`config.mk`:
```
export PLATFORM = sky130hd
export DESIGN_NAME = pswl_divider
export DESIGN_NICKNAME = d
export VERILOG_FILES = /design/src/rtl/pswl_pkg.sv /design/src/rtl/pswl_ratio_stage.sv /design/src/rtl/pswl_prescaler.sv /design/src/rtl/pswl_swallow_ctrl.sv /design/src/rtl/pswl_divider.sv
export SDC_FILE = /design/constraint.sdc
export NUM_CORES = 1
export LEC_CHECK = 0
export BUFFER_PORTS_ARGS = -buffer_cell sky130_fd_sc_hd__buf_2
export CORE_MARGIN = 3
export CORE_UTILIZATION = 53
export CTS_CLUSTER_SIZE = 16
export DETAILED_ROUTE_END_ITERATION = 16
export PLACE_DENSITY_LB_ADDON = 0.25
export SYNTH_ARGS = -nofsm -noshare
export SYNTH_HDL_FRONTEND = slang
export SYNTH_SLANG_ARGS = --single-unit
```
`constraint.sdc`:
```
create_clock -name clk_i -period 1.2 [get_ports clk_i]
set_input_delay 0.24 -clock clk_i [delete_from_list [all_inputs] [get_ports clk_i]]
set_output_delay 0.24 -clock clk_i [all_outputs]
set_load 0.03 [all_outputs]
```
`src/rtl/pswl_pkg.sv`:
```
package pswl_pkg;
  localparam int unsigned PSWL_SWALLOW_W = 5;
  localparam int unsigned PSWL_MAIN_W    = 10;

  // Prescaler modulus selection: base = 2**SWALLOW_W, extra = base + 1
  typedef enum logic {
    MOD_BASE  = 1'b0,
    MOD_EXTRA = 1'b1
  } pswl_mod_e;
endpackage

```
`src/rtl/pswl_ratio_stage.sv`:
```
module pswl_ratio_stage #(
  parameter int unsigned RATIO_W   = 15,
  parameter int unsigned MIN_RATIO = 1024,
  parameter int unsigned RST_RATIO = 1024
) (
  input  logic               clk_i,
  input  logic               rst_n_i,
  input  logic [RATIO_W-1:0] ratio_i,
  input  logic               load_i,
  input  logic               apply_i,
  output logic [RATIO_W-1:0] pend_o,
  output logic [RATIO_W-1:0] act_o
);
  localparam logic [RATIO_W-1:0] FLOOR_VAL = RATIO_W'(MIN_RATIO);
  localparam logic [RATIO_W-1:0] RST_VAL   = RATIO_W'(RST_RATIO);

  logic [RATIO_W-1:0] floored;
  logic [RATIO_W-1:0] pend_q, pend_d;
  logic [RATIO_W-1:0] act_q, act_d;

  always_comb begin
    floored = (ratio_i < FLOOR_VAL) ? FLOOR_VAL : ratio_i;
    pend_d  = pend_q;
    act_d   = act_q;
    if (load_i)  pend_d = floored;
    if (apply_i) act_d  = pend_q;
  end

  always_ff @(posedge clk_i or negedge rst_n_i) begin
    if (!rst_n_i) begin
      pend_q <= RST_VAL;
      act_q  <= RST_VAL;
    end else begin
      pend_q <= pend_d;
      act_q  <= act_d;
    end
  end

  assign pend_o = pend_q;
  assign act_o  = act_q;
endmodule

```
`src/rtl/pswl_prescaler.sv`:
```
module pswl_prescaler
  import pswl_pkg::*;
#(
  parameter int unsigned SWALLOW_W = 5,
  parameter pswl_mod_e   RST_MOD   = MOD_BASE
) (
  input  logic      clk_i,
  input  logic      rst_n_i,
  input  pswl_mod_e mod_next_i,
  output logic      tc_o
);
  localparam int unsigned        CNT_W      = SWALLOW_W + 1;
  localparam logic [CNT_W-1:0]   LOAD_BASE  = CNT_W'((1 << SWALLOW_W) - 1);
  localparam logic [CNT_W-1:0]   LOAD_EXTRA = CNT_W'(1 << SWALLOW_W);
  localparam logic [CNT_W-1:0]   LOAD_RST   = (RST_MOD == MOD_EXTRA) ? LOAD_EXTRA : LOAD_BASE;

  logic [CNT_W-1:0] cnt_q, cnt_d;
  logic             tc;

  always_comb begin
    tc = (cnt_q == '0);
    if (tc) cnt_d = (mod_next_i == MOD_EXTRA) ? LOAD_EXTRA : LOAD_BASE;
    else    cnt_d = cnt_q - 1'b1;
  end

  always_ff @(posedge clk_i or negedge rst_n_i) begin
    if (!rst_n_i) cnt_q <= LOAD_RST;
    else          cnt_q <= cnt_d;
  end

  assign tc_o = tc;
endmodule

```
`src/rtl/pswl_swallow_ctrl.sv`:
```
module pswl_swallow_ctrl
  import pswl_pkg::*;
#(
  parameter int unsigned SWALLOW_W = 5,
  parameter int unsigned MAIN_W    = 10,
  parameter int unsigned RATIO_W   = SWALLOW_W + MAIN_W,
  parameter int unsigned RST_RATIO = 1024
) (
  input  logic               clk_i,
  input  logic               rst_n_i,
  input  logic               tc_i,
  input  logic [RATIO_W-1:0] nxt_ratio_i,
  output pswl_mod_e          mod_next_o,
  output logic               period_end_o
);
  localparam logic [RATIO_W-1:0] RST_VEC  = RATIO_W'(RST_RATIO);
  localparam logic [MAIN_W-1:0]  MAIN_ONE = MAIN_W'(1);

  logic [SWALLOW_W-1:0] sw_q, sw_d;
  logic [MAIN_W-1:0]    main_q, main_d;
  logic                 period_end;

  always_comb begin
    period_end = tc_i && (main_q == MAIN_ONE);
    sw_d       = sw_q;
    main_d     = main_q;
    if (period_end) begin
      sw_d   = nxt_ratio_i[SWALLOW_W-1:0];
      main_d = nxt_ratio_i[RATIO_W-1:SWALLOW_W];
    end else if (tc_i) begin
      main_d = main_q - 1'b1;
      if (sw_q != '0) sw_d = sw_q - 1'b1;
    end
    // modulus of the prescaler cycle that starts after this one
    mod_next_o = (sw_d != '0) ? MOD_EXTRA : MOD_BASE;
  end

  always_ff @(posedge clk_i or negedge rst_n_i) begin
    if (!rst_n_i) begin
      sw_q   <= RST_VEC[SWALLOW_W-1:0];
      main_q <= RST_VEC[RATIO_W-1:SWALLOW_W];
    end else begin
      sw_q   <= sw_d;
      main_q <= main_d;
    end
  end

  assign period_end_o = period_end;
endmodule

```
`src/rtl/pswl_divider.sv`:
```
module pswl_divider
  import pswl_pkg::*;
#(
  parameter  int unsigned SWALLOW_W   = PSWL_SWALLOW_W,
  parameter  int unsigned MAIN_W      = PSWL_MAIN_W,
  parameter  int unsigned RST_RATIO   = 1024,
  parameter  int unsigned SYNC_STAGES = 2,
  localparam int unsigned RATIO_W     = SWALLOW_W + MAIN_W
) (
  input  logic               clk_i,
  input  logic               rst_n_i,
  input  logic [RATIO_W-1:0] ratio_i,
  input  logic               load_i,
  output logic               div_pulse_o
);
  // smallest ratio keeping the main count above every swallow count
  localparam int unsigned MIN_RATIO = 1 << (2 * SWALLOW_W);
  localparam int unsigned RST_EFF   = (RST_RATIO < MIN_RATIO) ? MIN_RATIO : RST_RATIO;
  localparam pswl_mod_e   RST_MOD   = ((RST_EFF % (1 << SWALLOW_W)) != 0) ? MOD_EXTRA : MOD_BASE;

  logic               rst_core_n;
  logic               pre_tc;
  logic               period_end;
  pswl_mod_e          mod_next;
  logic [RATIO_W-1:0] pend_ratio;
  logic [RATIO_W-1:0] act_ratio;
  logic               pulse_q;

  // reset: asserted at once, removed after SYNC_STAGES clock edges
  generate
    if (SYNC_STAGES <= 1) begin : g_sync_one
      logic sync_q;
      always_ff @(posedge clk_i or negedge rst_n_i) begin
        if (!rst_n_i) sync_q <= 1'b0;
        else          sync_q <= 1'b1;
      end
      assign rst_core_n = sync_q;
    end else begin : g_sync_chain
      logic [SYNC_STAGES-1:0] sync_q;
      always_ff @(posedge clk_i or negedge rst_n_i) begin
        if (!rst_n_i) sync_q <= '0;
        else          sync_q <= {sync_q[SYNC_STAGES-2:0], 1'b1};
      end
      assign rst_core_n = sync_q[SYNC_STAGES-1];
    end
  endgenerate

  pswl_ratio_stage #(
    .RATIO_W  (RATIO_W),
    .MIN_RATIO(MIN_RATIO),
    .RST_RATIO(RST_EFF)
  ) u_ratio (
    .clk_i  (clk_i),
    .rst_n_i(rst_core_n),
    .ratio_i(ratio_i),
    .load_i (load_i),
    .apply_i(period_end),
    .pend_o (pend_ratio),
    .act_o  (act_ratio)
  );

  pswl_prescaler #(
    .SWALLOW_W(SWALLOW_W),
    .RST_MOD  (RST_MOD)
  ) u_presc (
    .clk_i     (clk_i),
    .rst_n_i   (rst_core_n),
    .mod_next_i(mod_next),
    .tc_o      (pre_tc)
  );

  pswl_swallow_ctrl #(
    .SWALLOW_W(SWALLOW_W),
    .MAIN_W   (MAIN_W),
    .RATIO_W  (RATIO_W),
    .RST_RATIO(RST_EFF)
  ) u_ctrl (
    .clk_i       (clk_i),
    .rst_n_i     (rst_core_n),
    .tc_i        (pre_tc),
    .nxt_ratio_i (pend_ratio),
    .mod_next_o  (mod_next),
    .period_end_o(period_end)
  );

  always_ff @(posedge clk_i or negedge rst_core_n) begin
    if (!rst_core_n) pulse_q <= 1'b0;
    else             pulse_q <= period_end;
  end

  assign div_pulse_o = pulse_q;
endmodule

```
* Word level (Yosys, flattened, before mapping)
Index checks and enable logic that the tools add are counted.
** Cells by class
- Add/sub/neg operators :: 3
- Magnitude comparators :: 1
- Equal/unequal tests :: 1
- Multiplexer cells :: 9
- Reductions and logical operators :: 5
** Operators with widths (number)
- $mux 10 :: 2
- $lt 15x11->1 const B :: 1
- $mux 15 :: 1
- $mux 5 :: 3
- $mux 6 :: 2
- $eq 10x1->1 const B :: 1
- $reduce_bool 5->1 :: 2
- $sub 10x1->10 const B :: 1
- $logic_not 6->1 :: 1
- $sub 6x1->6 const B :: 1
- $sub 5x1->5 const B :: 1
- $reduce_bool 2->1 :: 1
- $logic_and 1x1->1 :: 1
- $mux 1 :: 1
** Storage, ports and cells
- Bits in registers :: 39
- Input port bits :: 18
- Output and inout bits :: 1
- Word-level logic and storage cells :: 25

* Longest topological paths before layout
Gate-level depths: netlist of run 1.
- Word-level depth :: 8
- Gate-level depth with buffers :: 8

* Cells and area by module
A second synthesis of run 1 with hierarchy kept.
** Unflattened totals
- Cell total of the unflattened synthesis :: 228
- Area, all modules :: 2660.1 um^2
** Modules (own cells, without submodules)
- pswl_ratio_stage :: times used 1, cells each 79, area each 1281.2 um^2, seq. area each 753.2 um^2
- pswl_swallow_ctrl :: times used 1, cells each 114, area each 974.7 um^2, seq. area each 376.6 um^2
- pswl_prescaler :: times used 1, cells each 31, area each 325.3 um^2, seq. area each 156.4 um^2
- pswl_divider :: times used 1, cells each 4, area each 78.8 um^2, seq. area each 75.1 um^2

* Worst setup path before layout of run 1
OpenSTA, ideal clock, no wires.
- Kind :: register -> register
- From :: register u_ctrl.main_q[2]
- To :: register u_ctrl.main_q[0]
- Setup time :: 0.133 ns
- Data arrival time :: 1.698 ns
- Setup slack :: -0.632 ns
- Cell stages (with the launch flop) :: 7
- Period minus slack after synthesis :: 1.832 ns
- Path through :: dfrtp_1 -> or4_4 -> nor3_4 -> buf_4 -> nor3_1 -> a31oi_1 -> o21ai_0
** Between the ends
- Cells in the longest elaborated chain, start to end :: 3
** Ends and longest elaborated chain
- from (decl) :: line pswl_swallow_ctrl.sv:20 : logic [MAIN_W-1:0] main_q, main_d;
- from (signal assigned) :: line pswl_swallow_ctrl.sv:41 : main_q <= RST_VEC[RATIO_W-1:SWALLOW_W];
- from (signal assigned) :: line pswl_swallow_ctrl.sv:44 : main_q <= main_d;
- $eq 10x1->1 (*) :: line pswl_swallow_ctrl.sv:24 : period_end = tc_i && (main_q == MAIN_ONE);
- $logic_and 1x1->1 (*) :: line pswl_swallow_ctrl.sv:24
- $mux 10 / $reduce_bool 2->1 (equally long branches)
Mark *: on every way between the ends. The rest lies on a longest branch, timed or not.
A chain may end at the register's enable or synchronous reset.

* Final worst setup path of run 1
- From :: register u_ctrl.main_q[3]
- To :: register u_ctrl.sw_q[0]
** Between the ends
- Cells in the longest elaborated chain, start to end :: 3
** Ends and longest elaborated chain
- $eq 10x1->1 :: line pswl_swallow_ctrl.sv:24
- $logic_and 1x1->1 :: line pswl_swallow_ctrl.sv:24
- $mux 5 :: line pswl_swallow_ctrl.sv:27 : if (period_end) begin
- via u_ctrl.sw_d[0] :: line pswl_swallow_ctrl.sv:19 : logic [SWALLOW_W-1:0] sw_q, sw_d;
- to (signal assigned) :: line pswl_swallow_ctrl.sv:40 : sw_q <= RST_VEC[SWALLOW_W-1:0];
- to (signal assigned) :: line pswl_swallow_ctrl.sv:43 : sw_q <= sw_d;
- to (decl) :: line pswl_swallow_ctrl.sv:19
The timed path passes the listed nets, and every way through them passes these cells.

==> results of run 1 <==
==> final cells by class <==
class / instances / share of cell area [%]
Timing Repair Buffer: 89 / 22.1
Inverter: 18 / 2.27
Clock inverter: 1 / 0.253
Sequential cell: 39 / 33.2
Multi-Input combinational cell: 151 / 37.0
Tap cell: 46 / 1.94
Clock buffer: 7 / 3.24
==> worst paths after layout <==
path	startpoint	to	slack, ns
setup / recovery	u_ctrl.main_q[3]	u_ctrl.sw_q[0]	-0.67
hold / removal	ratio_i[6]	u_ratio.pend_o[6]	0.15
setup reg to reg	u_ctrl.main_q[3]	u_ctrl.sw_q[0]	-0.67
hold reg to reg	g_sync_chain.sync_q[1]	u_ratio.pend_o[5]	0.23
max in group asynchronous	g_sync_chain.sync_q[1]	u_presc.cnt_q[3]	0.69
min in group asynchronous	g_sync_chain.sync_q[1]	u_ratio.pend_o[5]	0.23
==> through the flow <==
| step | worst slack [ns] | setup TNS (ns) | std cells |
|---|---|---|---|
| 6_report | -0.673 | -13.17 | 351 |
| 5_1_grt | -0.750 | -14.76 | 351 |
| 4_1_cts | -0.624 | -12.01 | 344 |
| 3_5_place_dp | -0.621 | -11.70 | 330 |
| 3_3_place_gp | -0.562 | -10.54 | 330 |
| 2_1_floorplan | -0.576 | -9.91 | 215 |
==> sequential cells by signal, summed over array words and instances, names as in the netlist <==
register	count
div_pulse_o	1
u_ctrl.sw_q	5
u_ctrl.main_q	10
g_sync_chain.sync_q	2
u_ratio.pend_o	15
u_presc.cnt_q	6
==> cell usage in the layout (no fill, tap or decap), types with 6 or more instances in the layout <==
cell type	synthesis	routed
o21ai_1	2	7
inv_1	18	17
buf_2	0	18
nor2_1	16	11
clkbuf_8	0	7
dfrtp_1	32	31
a21oi_1	11	10
nand2_1	22	20
o21ai_2	1	6
buf_4	1	64
o21ai_0	26	16
dfstp_2	7	7
nor3_1	8	6
==> logic make-up after synthesis <==
| group | after synthesis | synth area share (%) |
|---|---|---|
| AO/OA/AOI/OAI | 69 | 21.8 |
| AND/OR/NAND/NOR | 69 | 18.0 |
| flip-flops | 39 | 48.7 |
| buffers and inverters | 25 | 4.82 |
| multiplexers | 5 | 2.72 |
| adder cells (fa/ha/maj) | 4 | 2.47 |
| XOR/XNOR | 3 | 1.30 |
| other | 1 | 0.185 |
==> timing repair <==
action,in CTS,in global routing
hold endpoints to repair,2,0
cloned,1,0
pin swaps,10,7
gates resized for setup,26,14
hold buffers,1,0
buffers inserted,4,7
setup endpoints to repair,22,22
==> per-layer routing <==
metal	share of wire, %	vias up	wire length (microns)
met5	0	-	0
met4	4.2	0	255
met3	4.9	29	301
met2	52	83	3190
met1	39	1004	2350
li1	-	947	-
==> critical path, stage by stage, from the launching register on <==
cell and delay [ns]:
dfrtp_1 0.42, or4_4 0.56, nor3_4 0.30, buf_6 0.19, nor2_4 0.05, a22oi_2 0.15
o22ai_1 0.09
==> report_power, final <==
part           leakage [nW]  internal (W)  switching, W
clock network        0.0505      0.000523      0.000466
logic                 0.854     0.0000644     0.0000863
registers             0.454       0.00137     0.0000351
total                  1.36       0.00196      0.000587
==> cells in the mapped netlist, drive strengths merged, types with 2 or more instances <==
cell type   n
nand2b      2
a22oi       4
xnor2       3
o22ai       5
o41ai       2
o31ai       2
or3         3
inv        18
a31oi       3
ha          4
mux2        4
nor3       10
o21ai      29
dfrtp      32
clkbuf      6
nor4        4
o22a        3
a21oi      11
o211ai      2
nor2b       2
or4         3
o21bai      2
dfstp       7
nor2       16
nand3       4
nand2      22
==> run_results.csv, run 1 <==
group,metric,value,unit
run_status,outcome,"complete, but fails checks",
run_status,violations,"setup timing",
drt,drt_iter0_markers,150,
placement,io_buffer_count,18,
finish,drive_above_1_share,47.9,%
drt,firstDrtPassIters,4,
timing,fin_crit_sh,156,%
drt,drc,0,
drt,routedWlPerCell,17.4,microns
finish,final_nets,326,
clocking,cts_tree,"yes",
drt,num_vias,2063,
global_routing,overflow,0,
global_routing,grt_pass1_vias,2133,
drt,routed_via_density,5.88,
floorplanning,std_cell_rows,21,
floorplanning,dieHeight,67.8,microns
logic_synthesis,synth_fp_nets,237,
drt,wl,6100,microns
placement,gp_congestion,0.839,
clocking,clk_path_buf_depth,2,
timing,hold_violations,0,
run,maxCapViolCount,0,
floorplanning,io_pins,19,
setup_path,worst_ep_required_time,1.38,ns
setup_path,arrival,2.06,ns
setup_path,end_kind,"register",
global_routing,met3_usage,6.66,%
logic_synthesis,yosysSeqAreaShare,48.7,%
global_routing,grt_pass1_wl,9550,microns
timing,timing.hold.ws,0.148,ns
logic_synthesis,syn_area,0.00202,sq mm
clocking,cts.sink_count,39,
timing,max_freq,0.534,GHz
logic_synthesis,ys.flop_type,"dfrtp_1",
global_routing,globalRoute.busiestLayer,"met2",
global_routing,antenna_found_initial,0,
power,leakage,1.36,nW
setup_path,worstSetupPathType,"register to register",
finish,multiInputGateArea,0.00110,sq mm
clocking,root_buffer,"clkbuf_8",
logic_synthesis,synth_top_area_share,39.6,%
min_path,min_path_cells,3,
setup_path,setup.worst_path.start_class,"register",
finish,final_cell_area,0.00297,sq mm
floorplanning,die_area,0.00459,sq mm
logic_synthesis,yosys.area.top_type,"dfrtp_1",
clocking,path_clk_slew,0.08,ns
clocking,h-tree-depth,2,
global_routing,grt_max_degree,38,
clocking,clkLatencyLatePin,0.30,ns
timing,finalWorstSetupSlack,-0.673,ns
power,p_per_area,856,mW/mm^2
logic_synthesis,yosys_warnings,0,
drt,ant_nets,0,
finish,syn_to_final_growth,46.8,%
timing,fin_crit,1.87,ns
logic_synthesis,syn_avg_cell_area,9.41,sq um
setup_path,path_max_fanout,5,
logic_synthesis,async_flop_share,100,%
global_routing,grtUsageMet1,31.3,%
finish,fin_util,85.0,%
timing,fin_skew,0.00986,ns
power,power,0.00254,W
setup_path,r2r_cells,6,
power,ir_drop,0.000852,V
placement,dpl_cell_area,0.00263,sq mm
finish,regArea,986,sq um
global_routing,grt_use_met2,50.8,%
clocking,cts-buffers-inserted,5,
timing,slew_viol_final,0,
placement,detailed_place_hpwl,3890,microns
finish,diodes,0,
floorplanning,start_util,57.9,%
global_routing,grt_util_all_layers,28.7,%
timing,setup_viol,22,
logic_synthesis,synthCells,215,
logic_synthesis,synth_area_leaders,"dfrtp_1 40%, dfstp_2 9.1%, o21ai_0 6.4%",
finish,fillers,197,
logic_synthesis,synth_edf_count,0,
timing,rsz0062_at_grt,"true",
logic_synthesis,ys_seq_elements,39,
floorplanning,core,0.00349,sq mm
logic_synthesis,synth_cell_types,43,
floorplanning,die_w,67.8,microns
min_path,hold_class,"input pin to register",
No activity file was read; power rests on OpenSTA's default activity.
==> run 2: changes to the inputs <==
Settings changed: RECOVER_POWER set to 50.
==> run_results.csv, run 2 (synthesis results as in run 1) <==
group,metric,value,unit
floorplanning,core,0.00349,sq mm
clocking,clk_path_buf_depth,2,
timing,fin_skew,0.00925,ns
finish,syn_to_final_growth,46.0,%
clocking,cts-buffers-inserted,5,
placement,io_buffer_count,18,
setup_path,crit_path_max_incr_delay,0.56,ns
power,leakage,1.35,nW
timing,max_freq,0.533,GHz
finish,final_cell_mix,"64 x buf_4, 31 x dfrtp_1, 20 x nand2_1",
global_routing,grt_max_degree,38,
floorplanning,die_area,0.00459,sq mm
floorplanning,start_util,57.9,%
run_status,outcome,"complete, but fails checks",
setup_path,crit_slowest_cell,"or4_4",
finish,final_common_cell,"buf_4",
floorplanning,dieHeight,67.8,microns
timing,timing.hold.ws,0.148,ns
run,maxCapViolCount,0,
timing,slew_viol_final,0,
global_routing,grt_pass1_wl,9550,microns
drt,drc,0,
timing,fin_crit,1.88,ns
finish,largest_reg_flops,15,
setup_path,r2r_end,"u_ctrl.sw_q[0]",
setup_path,worst_ep_required_time,1.38,ns
setup_path,setup.worst_path.start_class,"register",
min_path,min_path_cells,3,
finish,diodes,0,
drt,routed_via_density,5.83,
clocking,path_clk_slew,0.08,ns
power,p_per_area,857,mW/mm^2
drt,wl,6080,microns
drt,drt_iter0_markers,154,
run_status,violations,"setup timing",
placement,detailed_place_hpwl,3890,microns
power,ir_drop,0.000859,V
clocking,clkLatencyLatePin,0.30,ns
setup_path,path_max_fanout,5,
min_path,holdCritStartpoint,"ratio_i[0]",
timing,fin_crit_sh,156,%
min_path,hold_end,"u_ratio.pend_o[0]",
setup_path,r2r_start,"u_ctrl.main_q[3]",
drt,ant_nets,0,
floorplanning,io_pins,19,
setup_path,arrival,2.06,ns
setup_path,r2r_cells,6,
timing,hold_violations,0,
clocking,cts_tree,"yes",
timing,rsz0062_at_grt,"true",
setup_path,r2r_setup_slack,-0.68,ns
global_routing,grt_pass1_vias,2133,
drt,routedWlPerCell,17.3,microns
global_routing,overflow,0,
min_path,hold_class,"input pin to register",
placement,gp_congestion,0.839,
clocking,h-tree-depth,2,
timing,setup_viol,22,
setup_path,path_cells,"or4_4 > nor3_4 > buf_6 > nor2_4 > a22oi_2 > o22ai_1",
timing,tightest_slew,0.901,ns
finish,drive_above_1_share,47.5,%
drt,firstDrtPassIters,4,
finish,final_nets,326,
floorplanning,std_cell_rows,21,
timing,finalWorstSetupSlack,-0.676,ns
clocking,cts.sink_count,39,
setup_path,end_kind,"register",
power,power,0.00253,W
global_routing,antenna_found_initial,0,
timing,slew_headroom,39.9,%
floorplanning,die_w,67.8,microns
global_routing,grt_util_all_layers,28.7,%
setup_path,worstSetupPathType,"register to register",
clocking,root_buffer,"clkbuf_8",
drt,num_vias,2047,
[run 2: where the power goes]
| group | leakage, nW | switching [W] | internal, W |
|---|---|---|---|
| logic | 0.846 | 0.0000862 | 0.0000583 |
| clock network | 0.0505 | 0.000462 | 0.000523 |
| registers | 0.454 | 0.0000338 | 0.00137 |
[run 2: metal layers]
metal,up-vias,GRT usage (%),routed length (microns)
met1,999,31.3,2390
met5,-,0,0
met4,0,15.9,288
li1,946,-,-
met3,28,6.66,257
met2,74,50.8,3140
[run 2: how the worst max path moves through the flow]
stage | startpoint | cells after the start | to
floorplan | u_ctrl.main_q[4] | 5 | u_ctrl.main_q[2]
global placement | u_ctrl.main_q[7] | 6 | u_presc.cnt_q[5]
detailed placement | u_ctrl.main_q[6] | 7 | u_ctrl.main_q[9]
CTS | u_ctrl.main_q[3] | 6 | u_ctrl.main_q[6]
global route | u_ctrl.main_q[2] | 6 | u_ctrl.sw_q[0]
finish | u_ctrl.main_q[3] | 6 | u_ctrl.sw_q[0]
[run 2: through the flow]
stage,util (%),instances,setup TNS [ns],instance area [sq um],worst slack [ns]
2_1_floorplan,-,215,-9.91,2070,-0.576
3_3_place_gp,75.2,330,-10.54,2630,-0.562
3_5_place_dp,75.2,330,-11.70,2630,-0.621
4_1_cts,81.8,344,-12.01,2860,-0.624
5_1_grt,84.5,351,-14.84,2950,-0.750
6_report,84.5,351,-13.18,2950,-0.676
[run 2: repair_timing]
action                                  4_1_cts  5_1_grt
endpoints found under the setup margin       22       22
cloned                                        1        0
buffers inserted                              4        7
pin swaps                                    10        7
hold buffers                                  1        0
endpoints found under the hold margin         2        0
gates resized for setup                      26       14
[run 2: final cells by class]
| cell class | count | area [sq um] |
|---|---|---|
| Multi-Input combinational cell | 151 | 1100 |
| Sequential cell | 39 | 986 |
| Timing Repair Buffer | 89 | 641 |
| Fill cell | 200 | 541 |
| Clock buffer | 7 | 96.3 |
| Inverter | 18 | 67.6 |
| Tap cell | 46 | 57.6 |
| Clock inverter | 1 | 7.51 |
[run 2: critical path: cells and delay by family, from the launching register on]
kind,cells,cell delay (ns)
compound gates,2,0.24
buf+inv,1,0.19
flops,1,0.42
simple gates,3,0.91
